===== src/rtl/pad_pkg.sv =====
`timescale 1ns/1ps
package pad_pkg;

    localparam int PIX_W = 8;

    // Token moving along the chain: object flag on top, pixel below.
    typedef struct packed {
        logic             obj;
        logic [PIX_W-1:0] pix;
    } pad_tok_t;

    typedef enum logic [1:0] {
        SEL_ADD  = 2'd0,
        SEL_KEEP = 2'd1,
        SEL_SUM  = 2'd2,
        SEL_AVG  = 2'd3
    } pad_sel_e;

    // Chooses what a lane's result is built from.
    function automatic pad_sel_e pad_select(input logic pad, input logic own,
                                            input logic nb_l, input logic nb_r);
        if (!pad)              return SEL_ADD;
        if (own)               return SEL_KEEP;
        if (nb_l && nb_r)      return SEL_AVG;
        if (nb_l || nb_r)      return SEL_SUM;
        return SEL_KEEP;
    endfunction

endpackage


===== src/rtl/pad_prop_chain.sv =====
`timescale 1ns/1ps
module pad_prop_chain
    import pad_pkg::*;
#(
    parameter int N_LANES = 8
) (
    input  logic [N_LANES*PIX_W-1:0] pix,
    input  logic [N_LANES-1:0]       shp,
    input  pad_tok_t                 edge_l,
    input  pad_tok_t                 edge_r,
    output pad_tok_t [N_LANES-1:0]   from_left,
    output pad_tok_t [N_LANES-1:0]   from_right
);

    // Rightward pass: each lane sees the nearest object token on its left.
    always_comb begin : rightward
        pad_tok_t run;
        run = edge_l.obj ? edge_l : '0;
        for (int k = 0; k < N_LANES; k++) begin
            from_left[k] = run;
            if (shp[k]) run = '{obj: 1'b1, pix: pix[k*PIX_W +: PIX_W]};
        end
    end

    // Leftward pass: each lane sees the nearest object token on its right.
    always_comb begin : leftward
        pad_tok_t run;
        run = edge_r.obj ? edge_r : '0;
        for (int k = N_LANES-1; k >= 0; k--) begin
            from_right[k] = run;
            if (shp[k]) run = '{obj: 1'b1, pix: pix[k*PIX_W +: PIX_W]};
        end
    end

    // an empty line with unflagged edges carries nothing along the chain.
    always_comb begin
        if (shp == '0 && !edge_l.obj && !edge_r.obj)
            a_r5_empty_line: assert (from_left == '0 && from_right == '0);
    end

endmodule


===== src/rtl/pad_byte_unit.sv =====
`timescale 1ns/1ps
module pad_byte_unit
    import pad_pkg::*;
(
    input  pad_sel_e         sel,
    input  logic             carry_en,
    input  logic [PIX_W-1:0] opnd_a,
    input  logic [PIX_W-1:0] opnd_b,
    input  logic [PIX_W-1:0] pix,
    input  logic             cin,
    output logic [PIX_W-1:0] res,
    output logic             cout
);

    logic [PIX_W:0] sum;

    assign sum  = {1'b0, opnd_a} + {1'b0, opnd_b} + {{PIX_W{1'b0}}, cin & carry_en};
    assign cout = sum[PIX_W];

    always_comb begin
        unique case (sel)
            SEL_ADD,
            SEL_SUM:  res = sum[PIX_W-1:0];
            SEL_KEEP: res = pix;
            SEL_AVG:  res = sum[PIX_W:1];
            default:  res = sum[PIX_W-1:0];
        endcase
    end

    logic [PIX_W-1:0] lo_v, hi_v;
    assign lo_v = (opnd_a < opnd_b) ? opnd_a : opnd_b;
    assign hi_v = (opnd_a < opnd_b) ? opnd_b : opnd_a;

    // an average never leaves the interval spanned by its two inputs.
    always_comb begin
        if (sel == SEL_AVG)
            a_r7_avg_between: assert (res >= lo_v && res <= hi_v);
    end

endmodule


===== src/rtl/pixel_pad_alu.sv =====
`timescale 1ns/1ps
module pixel_pad_alu
    import pad_pkg::*;
#(
    parameter int N_LANES = 8
) (
    input  logic                       clk,
    input  logic                       rst,
    input  logic                       pad_en,
    input  logic [N_LANES*PIX_W-1:0]   op_a,
    input  logic [N_LANES*PIX_W-1:0]   op_b,
    input  logic [N_LANES-1:0]         shape_in,
    input  logic [PIX_W:0]             bnd_left,
    input  logic [PIX_W:0]             bnd_right,
    output logic [N_LANES*PIX_W-1:0]   res_out,
    output logic [N_LANES-1:0]         shape_out
);

    localparam int WORD_W = N_LANES * PIX_W;

    // ---------------- stage 1: propagation and operand select ----------------
    pad_tok_t [N_LANES-1:0] from_left, from_right;

    pad_prop_chain #(.N_LANES(N_LANES)) chain_i (
        .pix        (op_a),
        .shp        (shape_in),
        .edge_l     (pad_tok_t'(bnd_left)),
        .edge_r     (pad_tok_t'(bnd_right)),
        .from_left  (from_left),
        .from_right (from_right)
    );

    logic [WORD_W-1:0]  a_d, b_d;
    logic [N_LANES-1:0] nl_d, nr_d;

    always_comb begin
        for (int k = 0; k < N_LANES; k++) begin
            a_d[k*PIX_W +: PIX_W] = pad_en ? from_right[k].pix : op_a[k*PIX_W +: PIX_W];
            b_d[k*PIX_W +: PIX_W] = pad_en ? from_left[k].pix  : op_b[k*PIX_W +: PIX_W];
            nl_d[k] = pad_en & from_left[k].obj;
            nr_d[k] = pad_en & from_right[k].obj;
        end
    end

    logic               s1_pad;
    logic [WORD_W-1:0]  s1_a, s1_b, s1_pix;
    logic [N_LANES-1:0] s1_shp, s1_nl, s1_nr;

    always_ff @(posedge clk) begin
        if (rst) begin
            s1_pad <= 1'b0;
            s1_a   <= '0;
            s1_b   <= '0;
            s1_pix <= '0;
            s1_shp <= '0;
            s1_nl  <= '0;
            s1_nr  <= '0;
        end else begin
            s1_pad <= pad_en;
            s1_a   <= a_d;
            s1_b   <= b_d;
            s1_pix <= op_a;
            s1_shp <= shape_in;
            s1_nl  <= nl_d;
            s1_nr  <= nr_d;
        end
    end

    // ---------------- stage 2: byte adders and result select ----------------
    logic [N_LANES:0]   cy;
    logic [WORD_W-1:0]  res_d;
    logic [N_LANES-1:0] shape_d;

    assign cy[0] = 1'b0;

    for (genvar k = 0; k < N_LANES; k++) begin : g_lane
        pad_byte_unit byte_i (
            .sel      (pad_select(s1_pad, s1_shp[k], s1_nl[k], s1_nr[k])),
            .carry_en (~s1_pad),
            .opnd_a   (s1_a[k*PIX_W +: PIX_W]),
            .opnd_b   (s1_b[k*PIX_W +: PIX_W]),
            .pix      (s1_pix[k*PIX_W +: PIX_W]),
            .cin      (cy[k]),
            .res      (res_d[k*PIX_W +: PIX_W]),
            .cout     (cy[k+1])
        );

        // an object lane leaves padding with its pixel untouched.
        a_r4_keep_obj: assert property (@(posedge clk) disable iff (rst)
            ($past(s1_pad) && $past(s1_shp[k]))
            |-> res_out[k*PIX_W +: PIX_W] == $past(s1_pix[k*PIX_W +: PIX_W]));
    end

    assign shape_d = s1_pad ? (s1_shp | s1_nl | s1_nr) : s1_shp;

    always_ff @(posedge clk) begin
        if (rst) begin
            res_out   <= '0;
            shape_out <= '0;
        end else begin
            res_out   <= res_d;
            shape_out <= shape_d;
        end
    end

    // with padding off the byte units form one full-width adder.
    always_comb begin
        if (!s1_pad)
            a_r3_carry_chain: assert ({cy[N_LANES], res_d} == {1'b0, s1_a} + {1'b0, s1_b});
    end

    // padding only ever adds bits to the mask.
    a_r9_shape_grow: assert property (@(posedge clk) disable iff (rst)
        $past(s1_pad) |-> (shape_out & $past(s1_shp)) == $past(s1_shp));

endmodule


===== config.mk =====
export PLATFORM = sky130hd
export DESIGN_NAME = pixel_pad_alu
export DESIGN_NICKNAME = d
export VERILOG_FILES = /design/src/rtl/pad_pkg.sv /design/src/rtl/pad_prop_chain.sv /design/src/rtl/pad_byte_unit.sv /design/src/rtl/pixel_pad_alu.sv
export SDC_FILE = /design/constraint.sdc
export NUM_CORES = 1
export LEC_CHECK = 0
export ABC_AREA = 1
export ABC_CLOCK_PERIOD_IN_PS = 10050
export CAP_MARGIN = 20
export CORE_MARGIN = 2
export CORE_UTILIZATION = 45
export DETAILED_ROUTE_END_ITERATION = 8
export HOLD_SLACK_MARGIN = 0.12
export PLACE_DENSITY_LB_ADDON = 0.15
export SETUP_SLACK_MARGIN = 0.2
export SLEW_MARGIN = 20
export SYNTH_ARGS = -nofsm -noshare
export SYNTH_HDL_FRONTEND = slang
export SYNTH_SLANG_ARGS = --single-unit

===== constraint.sdc =====
create_clock -name clk -period 10.05 [get_ports clk]
set_input_delay 2.5125 -clock clk [delete_from_list [all_inputs] [get_ports clk]]
set_output_delay 2.5125 -clock clk [all_outputs]
set_load 0.01 [all_outputs]

Yosys cells after proc, flatten, opt, wreduce, memory -nomap -nowiden:

Index checks and enable logic that the tools add are counted.
Widths: inputs -> output; s select.

* bits in registers: 289
* input bits: 157
* word-level logic and storage cells: 276

* add/subtract/negate cells: 15
* equal/unequal tests: 24
* multiplexer cells: 170
* bitwise logic cells: 26
* reductions and logical operators: 32

Operator list (number)
* $pmux 8 s3: 8
* $mux 9: 16
* $mux 8: 17
* $mux 2: 57
* $add 8x8->9: 8
* $mux 1: 72
* $add 9x1->9: 7
* $eq 2x2->1 const B: 16
* $and 1x1->1: 23
* $eq 2x1->1 const B: 8
* $logic_not 2->1: 8
* $or 8x8->8: 2
* $reduce_or 2->1: 8
* $logic_and 1x1->1: 8
* $logic_or 1x1->1: 8
* $not 1->1: 1

Longest topological paths before layout:

* depth in word-level cells: 16
* depth in mapped cells: 68
* mapped depth without buffers: 68

Modules after synthesis:

A second synthesis with hierarchy kept.

* cells, all modules: 2298
* area, all modules: 15855.2 µm²

By module, submodules not included
* pixel_pad_alu: instances 1, cells each 1103, area an instance 9481.6 µm², seq. area each 5785.5 µm²
* pad_byte_unit (g_lane[0].byte_i ...): instances 5, cells each 102, area an instance 544.3 µm², seq. area each 0.0 µm²
* pad_prop_chain: instances 1, cells each 380, area an instance 1990.7 µm², seq. area each 0.0 µm²
* pad_byte_unit (g_lane[1].byte_i): instances 1, cells each 102, area an instance 581.8 µm², seq. area each 0.0 µm²
* pad_byte_unit (g_lane[6].byte_i): instances 1, cells each 102, area an instance 545.5 µm², seq. area each 0.0 µm²
* pad_byte_unit (g_lane[7].byte_i): instances 1, cells each 101, area an instance 534.3 µm², seq. area each 0.0 µm²

Least setup slack after synthesis:

OpenSTA, ideal clock, no wires.

* kind: register -> register
* from: reg s1_b[0]
* to: reg res_out[61]
* arrival time: 9993 ps
* path slack: 1 ps
* cell stages (with the launch flop): 69
* cell sequence: dfxtp_1 -> ha_1 -> inv_1 -> fa_1 -> o21ai_1 -> nand2_1 -> o311ai_0 -> inv_1 -> nor2_1 -> fa_1 -> inv_1 -> fa_1 -> o21ai_1 -> nand2_1 -> o311ai_0 -> inv_1 -> nor2_1 -> fa_1 -> [33 not listed] -> fa_1 -> o21ai_1 -> nand2_1 -> o311ai_0 -> inv_1 -> nor2_1 -> fa_1 -> fa_1 -> nand3_1 -> nand3_1 -> a21oi_1 -> nor2_1 -> nor2_1 -> xnor2_1 -> nand2_1 -> nand3_1 -> nand2_1 -> inv_1

* cells in the longest elaborated chain, start to end: 16

RTL lines
* from (decl): line pixel_pad_alu.sv:46 `logic [WORD_W-1:0] s1_a, s1_b, s1_pix;`
* from (signal assigned): line pixel_pad_alu.sv:53 `s1_b <= '0;`
* from (signal assigned): line pixel_pad_alu.sv:61 `s1_b <= b_d;`
* $add 8x8->9: line pad_byte_unit.sv:17 `assign sum = {1'b0, opnd_a} + {1'b0, opnd_b} + {{PIX_W{1'b0}}, cin & carry_en};`
* $and 1x1->1: line pad_byte_unit.sv:17
* $add 9x1->9: line pad_byte_unit.sv:17
* $and 1x1->1: line pad_byte_unit.sv:17
* $add 9x1->9: line pad_byte_unit.sv:17
* $and 1x1->1: line pad_byte_unit.sv:17
* $add 9x1->9: line pad_byte_unit.sv:17
* $and 1x1->1: line pad_byte_unit.sv:17
* $add 9x1->9: line pad_byte_unit.sv:17
* $and 1x1->1: line pad_byte_unit.sv:17
* $add 9x1->9: line pad_byte_unit.sv:17
* $and 1x1->1: line pad_byte_unit.sv:17
* $add 9x1->9: line pad_byte_unit.sv:17
* $and 1x1->1: line pad_byte_unit.sv:17
* $add 9x1->9: line pad_byte_unit.sv:17
* $pmux 8 s3: line pad_byte_unit.sv:21 `unique case (sel)`
* to (signal assigned): line pixel_pad_alu.sv:101 `res_out <= res_d;`
* to (decl): line pixel_pad_alu.sv:15 `output logic [N_LANES*PIX_W-1:0] res_out,`

No other way between the ends.
A chain may end at the register's enable or synchronous reset.

Worst setup path in the final report:

* from: reg s1_b[0]
* to: reg res_out[62]

Same word-level chain as after synthesis.

==> results.toml <==
[floorplanning]
rows = 65
die_w_microns = 183
die_y_microns = 183
boundaryPins = 229
die-area_sq_um = 33600
core_sq_um = 31600
initial_core_util_pct = 45.8

[clock_tree]
clk_latency_ns = 0.52
clock_path_buffers = 3
clk_pin_slew_ns = 0.06
htreeDepth = 2
cts_tree = "done"
root_buffer = "clkbuf_16"
cts_buffers = 35
cts_sinks = 289

[sta]
relSlewSlack_pct = 23.9
fin_crit_sh_pct = 97.6
worstMarginPinSlew_ns = 1.14
rsz0062_at_grt = "true"
fin_hold_ws_ns = 0.468
hold_viol = 0
fmaxAchievable_ghz = 0.102
fin_worst_skew_ns = 0.0122
maxSlewViolCount = 0
period_minus_slack_ns = 9.81
timing.final.setup_violations = 0
fin_ws_ns = 0.242

[placed_design]
dp.cells = 2618
dpl_worst_slack_ns = -0.668
routabilityCongestion = 0.916
numPortBuffers = 228
dp_hpwl_mm = 33.6

[final_layout]
nets = 2503
syn_to_final_growth_pct = 28.0
seqCellArea_sq_um = 5790
drive_above_1_share_pct = 10.3
fillers = 3003
diodes = 0
fin_cells = 2693
final_util_pct = 58.6
multi_input_area_sq_um = 7190

[route]
dr.pass1.iters = 5
first_iter_violations = 1181
wl_per_cell_microns = 17.1
postRouteAntennaNets = 0
drc = 0
route.detailed.vias_per_inst = 5.14
wl_mm = 46.1
num_vias = 13800

[yosys]
synth_area_sq_um = 14500
yosys.area.top_type = "dfxtp_1"
syn_nets = 2264
syn_avg_cell_area_sq_um = 7.14
synth-edff-count = 0
synth.area.top_cells = "dfxtp_1, nand2_1, inv_1, ha_1, a21oi_1"
syn_inst = 2027
seq_area_frac_synth_pct = 40.0
ys_seq_elements = 289
synth_warnings = 0
synth-main-ff-cell = "dfxtp_1"
synthDominantCellAreaShare_pct = 40.0
synth.distinct_cells = 39
async_reset_ff_share_pct = 0

[pwr]
power.switching_w = 0.000928
leakage_nw = 9.17
power_frac_clock_pct = 38.2
p_comb_share_pct = 21.9
power_density_nw_per_um2 = 173
intPower_w = 0.00228
vdd_drop_max_v = 0.000135
power_frac_seq_pct = 39.9
swShare_pct = 28.9

[critical_path]
worst_path_largest_cell_delay_ns = 0.36
crit_arrival_ns = 10.27
endpoint_kind = "register"
crit_top_cell = "fa_2"
worstPathRequired_ns = 10.51
cp_max_fo = 3
crit_path_start_kind = "register"
worstSetupPathType = "reg2reg"
slowest_stage = "fa_2"

[grt]
antenna_found_initial = 0
grt_max_degree = 90
grt_pass1_wl_mm = 71.0
grt_pass1_vias = 13500
grt_use_total_pct = 27.1
overflow = 0

[job]
cap_violations = 0

[outcome]
status = "completed"

[hold_path]
min_path_type = "reg2reg"
-- layout make-up --
type | instances | share of cell area, %
clock inverter | 9 | 0.459
tap | 402 | 2.71
inverter | 342 | 6.93
multi-input combinational | 1319 | 38.8
timing repair buffer | 279 | 14.4
clock buffer | 53 | 5.52
sequential | 289 | 31.2
-- layout by cell type, fill, tap and decap left out, types with 13 or more instances in the layout --
cell type,synthesis,layout
a21oi_1,144,143
a31oi_1,26,26
buf_4,9,53
clkbuf_16,0,35
clkdlybuf4s50_1,0,226
dfxtp_1,289,287
fa_2,0,15
ha_1,65,64
inv_1,334,327
nand2_1,512,509
nand2_2,38,41
nand3_1,119,117
nor2_1,152,145
nor3_1,14,14
o211ai_1,13,13
o21ai_0,56,54
o21ai_2,8,14
o22ai_1,32,32
or2_2,21,21
xnor2_1,16,16
-- stage by stage --
step	TNS, ns	cell area, sq um	power (W)
2_1_floorplan	0	14500	0.00169
3_3_place_gp	-2.14	17100	0.00197
3_5_place_dp	-4.19	17100	0.00197
4_1_cts	0	18400	0.00321
5_1_grt	-2.64	18500	0.00336
6_report	0	18500	0.00321
-- synthesized netlist by cell type, drive strengths merged (8+ instances only) --
cell	n
a21oi	152
a31oi	26
buf	47
clkbuf	30
dfxtp	289
fa	15
ha	65
inv	337
nand2	550
nand3	119
nand4	9
nor2	153
nor3	14
nor4	8
o211ai	13
o21ai	69
o22a	8
o22ai	32
o311ai	15
or2	33
xnor2	16
xor2	11
-- registers in the layout (all words and copies together) (netlist names) --
register	flops
s1_nl	8
s1_pix	64
s1_a	64
s1_pad	1
s1_nr	8
s1_shp	8
res_out	64
shape_out	8
s1_b	64
-- worst paths after layout --
path / endpoint / cells past startpoint / slack (ns) / start
hold / removal: res_out[48] / 2 / 0.47 / s1_pix[48]
setup reg to reg: res_out[62] / 68 / 0.24 / s1_b[0]
hold reg to reg: res_out[48] / 2 / 0.47 / s1_pix[48]
setup / recovery: res_out[62] / 68 / 0.24 / s1_b[0]
-- critical path, delay by kind of cell (launching register included) --
family	cells	cell delay, ns
AOI/OAI and AO/OA	15	2.03
adders and majority gates	15	4.12
buffers and inverters	17	1.14
DFF	1	0.34
and+or+nand+nor	21	2.12
-- power by group through the flow --
stage / sequential, W / clock, W / combinational (W)
global placement: 0.00130 / 0 / 0.000667
finish: 0.00128 / 0.00123 / 0.000701
CTS: 0.00128 / 0.00124 / 0.000686
floorplan: 0.00131 / 0 / 0.000380
global route: 0.00129 / 0.00129 / 0.000775
detailed placement: 0.00130 / 0 / 0.000671
-- repair_timing --
action | 4_1_cts | 5_1_grt
endpoints found under the setup margin | 10 | 8
pin swaps | 12 | 14
hold buffers | 0 | 0
buffers inserted | 6 | 7
resized for setup | 35 | 27
-- routing by layer --
metal	track usage (%)	wire length, microns	vias up
li1	-	-	6889
met1	34.7	19500	6276
met2	45.5	21400	563
met3	4.55	3430	106
met4	11.1	1750	0
met5	0	0	-
-- logic make-up (layout without fill, tap and decap cells) --
group / after synthesis / in the layout / synth area share (%)
compound gates: 324 / 324 / 13.1
xor+xnor: 27 / 27 / 1.63
fa+ha+maj: 80 / 80 / 7.69
buf+inv: 419 / 683 / 11.8
flops: 289 / 289 / 40.0
simple gates: 888 / 888 / 25.8
Note: power is estimated with default switching activity, not from simulation.
